`config.mk`:
```
export PLATFORM = sky130hd
export DESIGN_NAME = rst_lp_ctrl_regs
export DESIGN_NICKNAME = d
export VERILOG_FILES = /design/src/rtl/rst_lp_ctrl_regs.sv
export SDC_FILE = /design/constraint.sdc
export NUM_CORES = 1
export LEC_CHECK = 0
export ABC_AREA = 1
export BUFFER_PORTS_ARGS = -buffer_cell sky130_fd_sc_hd__clkbuf_2
export CAP_MARGIN = 30
export CORE_UTILIZATION = 37
export DETAILED_ROUTE_END_ITERATION = 8
export PLACE_DENSITY = 0.77
export REMOVE_ABC_BUFFERS = 1
export SLEW_MARGIN = 25
export SYNTH_ARGS = -nofsm -noshare
export SYNTH_HDL_FRONTEND = slang
export SYNTH_SLANG_ARGS = --single-unit
```
`constraint.sdc`:
```
create_clock -name clk -period 2.07 [get_ports clk]
set_clock_uncertainty 0.2 [all_clocks]
set_input_delay 0.414 -clock clk [delete_from_list [all_inputs] [get_ports clk]]
set_output_delay 0.414 -clock clk [all_outputs]
set_load 0.01 [all_outputs]
```
`src/rtl/rst_lp_ctrl_regs.sv`:
```
module rst_lp_ctrl_regs (
  input  logic        clk,
  input  logic        por_n,
  input  logic        ext_rst_i,
  input  logic        wdog_rst_i,
  input  logic        sw_rst_i,
  input  logic        stop_req_i,
  input  logic        wait_req_i,
  input  logic        bus_sel_i,
  input  logic        bus_wr_i,
  input  logic        bus_addr_i,
  input  logic [15:0] bus_wdata_i,
  output logic [15:0] bus_rdata_o,
  output logic        sw_rst_req_o,
  output logic        stop_enter_o,
  output logic        wait_enter_o
);

  logic [1:0] stop_dis;
  logic [1:0] wait_dis;
  logic [3:0] flags;
  logic       any_rst;
  logic       wr_ctrl;
  logic       wr_stat;
  logic [3:0] clr_mask;
  logic [3:0] set_mask;
  logic       unused_wdata;

  assign any_rst  = ext_rst_i | wdog_rst_i | sw_rst_i;
  assign wr_ctrl  = bus_sel_i & bus_wr_i & ~bus_addr_i & ~any_rst;
  assign wr_stat  = bus_sel_i & bus_wr_i &  bus_addr_i;
  assign clr_mask = wr_stat ? bus_wdata_i[5:2] : 4'b0000;
  assign set_mask = {sw_rst_i, wdog_rst_i, ext_rst_i, 1'b0};
  assign unused_wdata = &{1'b0, bus_wdata_i[15:6]};

  always_ff @(posedge clk or negedge por_n) begin
    if (!por_n) begin
      stop_dis <= 2'b00;
      wait_dis <= 2'b00;
    end else if (any_rst) begin
      stop_dis <= 2'b00;
      wait_dis <= 2'b00;
    end else if (wr_ctrl) begin
      if (!stop_dis[1]) stop_dis <= bus_wdata_i[3:2];
      if (!wait_dis[1]) wait_dis <= bus_wdata_i[1:0];
    end
  end

  always_ff @(posedge clk or negedge por_n) begin
    if (!por_n) sw_rst_req_o <= 1'b0;
    else        sw_rst_req_o <= wr_ctrl & bus_wdata_i[4];
  end

  always_ff @(posedge clk or negedge por_n) begin
    if (!por_n) flags <= 4'b0001;
    else        flags <= (flags & ~clr_mask) | set_mask;
  end

  assign bus_rdata_o  = bus_addr_i ? {10'b0, flags, 2'b00} : {12'b0, stop_dis, wait_dis};
  assign stop_enter_o = stop_req_i & (stop_dis == 2'b00);
  assign wait_enter_o = wait_req_i & (wait_dis == 2'b00);

  a_r2_pulse_source: assert property (@(posedge clk) disable iff (!por_n)
    $rose(sw_rst_req_o) |-> $past(bus_sel_i && bus_wr_i && !bus_addr_i && bus_wdata_i[4]));

  a_r4_stop_locked: assert property (@(posedge clk) disable iff (!por_n)
    (stop_dis[1] && !any_rst) |=> $stable(stop_dis));

  a_r5_wait_locked: assert property (@(posedge clk) disable iff (!por_n)
    (wait_dis[1] && !any_rst) |=> $stable(wait_dis));

  a_r7_ctrl_cleared: assert property (@(posedge clk) disable iff (!por_n)
    any_rst |=> (stop_dis == 2'b00 && wait_dis == 2'b00));

  a_r7_flags_sticky: assert property (@(posedge clk) disable iff (!por_n)
    !wr_stat |=> ((flags & $past(flags)) == $past(flags)));

  a_r9_ext_set_wins: assert property (@(posedge clk) disable iff (!por_n)
    ext_rst_i |=> flags[1]);

  a_r9_wdog_set_wins: assert property (@(posedge clk) disable iff (!por_n)
    wdog_rst_i |=> flags[2]);

  a_r9_sw_set_wins: assert property (@(posedge clk) disable iff (!por_n)
    sw_rst_i |=> flags[3]);

endmodule

```
# Word-level counts from Yosys, hierarchy flattened
# Cells that the tools add are included.
[classes] magnitude_cmp=0 multipliers=0 shift=0 n_mux=8 addsub=0 n_bitwise=14 n_eq_ne=2 div_mod_pow=0 n_reduce_logical=5
[op_table] cell="$mux 2" count=6
[op_table] cell="$and 1x1->1" count=7
[op_table] cell="$mux 6" count=1
[op_table] cell="$and 4x4->4" count=1
[op_table] cell="$logic_not 2->1" count=2
[op_table] cell="$mux 4" count=1
[op_table] cell="$ne 2x1->1 const B" count=2
[op_table] cell="$not 4->4" count=1
[op_table] cell="$or 4x4->4" count=1
[op_table] cell="$reduce_and 2->1" count=2
[op_table] cell="$not 1->1" count=2
[op_table] cell="$or 1x1->1" count=2
[op_table] cell="$reduce_bool 2->1" count=1
[word_totals] out_inout_bits=19 memories=0 in_bits=26 word_cells=35 rom_bits=0 reg_bits=9 latchBits=0 ram_bits=0

# Depth between registers and ports, before layout
[depth] word_depth=6 mapped_depth=6

# Least setup slack after synthesis
# Ideal clock, no wire load.
[synth_path] path_type="in2out" startpoint="in bus_addr_i" endpoint="out bus_rdata_o[2]" n_path_buf=1 path_stages=3 setup_slack_ps=597 arrival_ps=859 path_cell_list="buf_6 inv_8 o21ai_0"
[synth_via] elab_chain_cells=1
[synth_rtl] item="start, declared" line="11" rtl="input logic bus_addr_i,"
[synth_rtl] item="$mux 6" line="59" rtl="assign bus_rdata_o = bus_addr_i ? {10'b0, flags, 2'b00} : {12'b0, stop_dis, wait_dis};"
[synth_rtl] item="end, declared" line="13" rtl="output logic [15:0] bus_rdata_o,"
# No other way between the ends.

# Worst setup path after layout
[layout_path] startpoint="reg flags[0]" endpoint="out bus_rdata_o[2]"
[layout_via] elab_chain_cells=1
[layout_rtl] item="start, declared" line="21" rtl="logic [3:0] flags;"
[layout_rtl] item="start signal, assigned" line="56" rtl="else flags <= (flags & ~clr_mask) | set_mask;"
[layout_rtl] item="$mux 6" line="59"
# No other way between the ends.

==> summary.md <==
| Metric | Value |
|---|---|
| Category of the worst setup path launch point | register |
| Class of the tightest hold or removal check | in2reg |
| Post-DR wirelength/cell | 8.95 µm |
| Routed via count | 500 |
| End point of the worst hold path | flags[0]$_DFF_PN1_ |
| Postcts setup bufs | 0 |
| Clock period minus worst slack | 1700 ps |
| Final global-route overflow total | 0 |
| Count of cells along the worst register-to-register path | 4 |
| Overall track demand over capacity in global routing | 0.126 |
| Placeable core region | 1370 µm² |
| Number of filler instances in the final layout | 147 |
| Die Wd | 41.4 µm |
| Distinct cells, synth | 16 |
| Highest clock frequency the design can meet | 0.589 GHz |
| Period utilisation layout | 0.821 |
| Row count | 13 |
| CTS resizes | 0 |
| Slew Viols, Final | 0 |
| Share of cells above drive strength 1 | 0.330 |
| Antenna violations before repair | 0 |
| Total leakage power | 0.000395 µW |
| Post-route core utilization | 0.511 |
| Post-route DRC | 0 |
| Number of CTS-inserted buffers | 3 |
| Number of search-and-repair iterations in the first detailed-routing pass | 4 |
| Quantity of I/O buffers inserted on ports | 24 |
| Clk_lat worst skew | 250 ps |
| Clk Tree Root Cell | clkbuf_4 |
| Fin Setup TNS | 0 ps |
| Clock transition at the registers of the reported paths | 60 ps |
| Yosys warns | 0 |
| Top area cells in the synthesized netlist | dfrtp_1, buf_4, nand2_1, inv_1, nand3_4 |
| Startpoint of the most critical hold path | bus_wdata_i[2] |
| Total chip power | 384 µW |
| First-pass GRT wire length | 1730 µm |
| Routability congestion estimate from global placement | 0.748 |
| Vias in the first global route | 458 |
| Total standard cell area after synthesis | 576 µm² |
| Final wirelength | 1030 µm |
| End of the worst register-to-register path | stop_dis[0]$_DFFE_PN0P_ |
| Net count, final | 127 |
| Reg-to-reg critical path startpoint | stop_dis[1]$_DFFE_PN0P_ |
| Number of clock sinks | 9 |
| Area used by multi-input combinational logic | 244 µm² |
| Critical path start-end classification | reg2out |
| Final Hold Viols | 0 |
| Post-detailed-placement half-perimeter wirelength | 843 µm |
| Number of instances in the synthesized netlist | 73 |
| Register area | 226 µm² |
| Overall die height | 41.4 µm |
| Hold-fix buffers at CTS | 1 |
| RSZ-0062 raised after global routing | no |
| Clock tree from TritonCTS | done |
| Ratio of routed vias to standard cells | 4.35 |
| Starting utilization of the core area | 0.421 |
| Worst-case clock buffer depth | 2 |
| Max rail drop VDD | 296 µV |
| Maximum Capacitance Violations | 0 |
| Worst Hold Depth | 2 |
| Antenna viol nets, final | 0 |
| H-tree lvl count | 1 |
| Area of the die | 1720 µm² |
| Antenna fix cells | 0 |
| Data required time of the critical path | 1460 ps |
| Top-area cell type share of the netlist area | 0.348 |
| Top-Level Pins | 45 |
| Average footprint of a synthesized cell | 7.88 µm² |
| Count of endpoints failing setup in the final report | 0 |
| Seq cells post-synth | 9 |
| Arrival time of the worst setup path | 1080 ps |
| Outcome | complete, no violations |
| Area delta synth->final | 21.3% |
| Critical path endpoint category | output pin |
| Cell type with the highest aggregate area in the netlist | dfrtp_1 |
| Portion of the post-synthesis area used by sequential elements | 0.393 |
| Largest net degree at the start of global routing | 10 |
| Power per unit of standard cell area | 549 nW/µm² |
| Iteration-0 DRC count of the detailed router | 6 |
| Slack of the worst reg-to-reg path | 1090 ps |
| Crit path max fanout | 2 |
[layout by cell type (no fill, tap or decap)]
cell	n
a21oi_1	3
clkbuf_1	1
clkbuf_2	24
clkbuf_4	3
conb_1	10
dfrtp_1	8
dfstp_2	1
dlygate4sd3_1	1
inv_1	11
inv_8	1
nand2_1	20
nand3_1	2
nand3_4	2
nor2_1	5
nor2_4	2
nor3_1	1
o21ai_0	4
o21ai_1	1
[critical path, stage by stage (launching register included)]
cell	delay, ps
dfstp_2	510
inv_1	40
o21ai_0	130
clkbuf_2	150
[flip-flops by register name (all words and copies together) (netlist names)]
register	flops
stop_dis	2
wait_dis	2
flags	4
sw_rst_req_o	1
[worst max-delay path by stage]
stage                        from              to  depth (start not counted)  slack, ps
6_report       flags[0]$_DFF_PN1_  bus_rdata_o[2]                          3        370
3_5_place_dp           bus_addr_i  bus_rdata_o[2]                          4        440
3_3_place_gp           bus_addr_i  bus_rdata_o[2]                          4        440
2_1_floorplan  flags[0]$_DFF_PN1_  bus_rdata_o[2]                          2        650
4_1_cts        flags[0]$_DFF_PN1_  bus_rdata_o[2]                          3        350
5_1_grt        flags[0]$_DFF_PN1_  bus_rdata_o[2]                          3        330
[report_power, final]
| part | switching, µW | leakage [µW] | total (µW) | internal (µW) |
|---|---|---|---|---|
| combinational | 43.2 | 0.000272 | 68.0 | 24.8 |
| clock | 59.6 | 0.0000150 | 134 | 74.1 |
| sequential | 1.56 | 0.000107 | 182 | 180 |
[per-stage QoR]
| step | cells | setup WS (ps) | cell area [µm²] | hold WS (ps) |
|---|---|---|---|---|
| after floorplan | 71 | 653 | 523 | -81.6 |
| after global placement | 110 | 441 | 662 | 84.5 |
| after detailed placement | 110 | 440 | 662 | 82.1 |
| after CTS | 115 | 354 | 698 | 110 |
| after global routing | 115 | 326 | 698 | 120 |
| final | 115 | 371 | 698 | 109 |
[cell type report]
| class | count | share of cell area |
|---|---|---|
| Clock buffer | 4 | 0.0376 |
| Inverter | 12 | 0.0753 |
| Multi-Input combinational cell | 50 | 0.349 |
| Sequential cell | 9 | 0.324 |
| Tap cell | 15 | 0.0269 |
| Timing Repair Buffer | 25 | 0.186 |
[cells in the mapped netlist, drive strengths merged]
library cell,n
dfstp,1
dfrtp,8
nand3,4
conb,1
nor2,7
nand2,20
o21ai,5
a21oi,3
nor3,1
buf,11
inv,12
[cells by family after synthesis]
| logic type | count (synthesis) | share of synthesized area |
|---|---|---|
| other | 1 | 0.00652 |
| AO/OA/AOI/OAI | 8 | 0.0696 |
| AND/OR/NAND/NOR | 32 | 0.289 |
| flip-flops | 9 | 0.393 |
| buffers and inverters | 23 | 0.241 |
[per-layer routing]
metal	track usage	routed length (µm)	vias up
met5	0	0	-
met4	0.0581	0	0
met3	0.0174	69	0
met2	0.234	540	26
met1	0.137	419	218
li1	-	-	256
No activity file was read; power rests on OpenSTA's default activity.
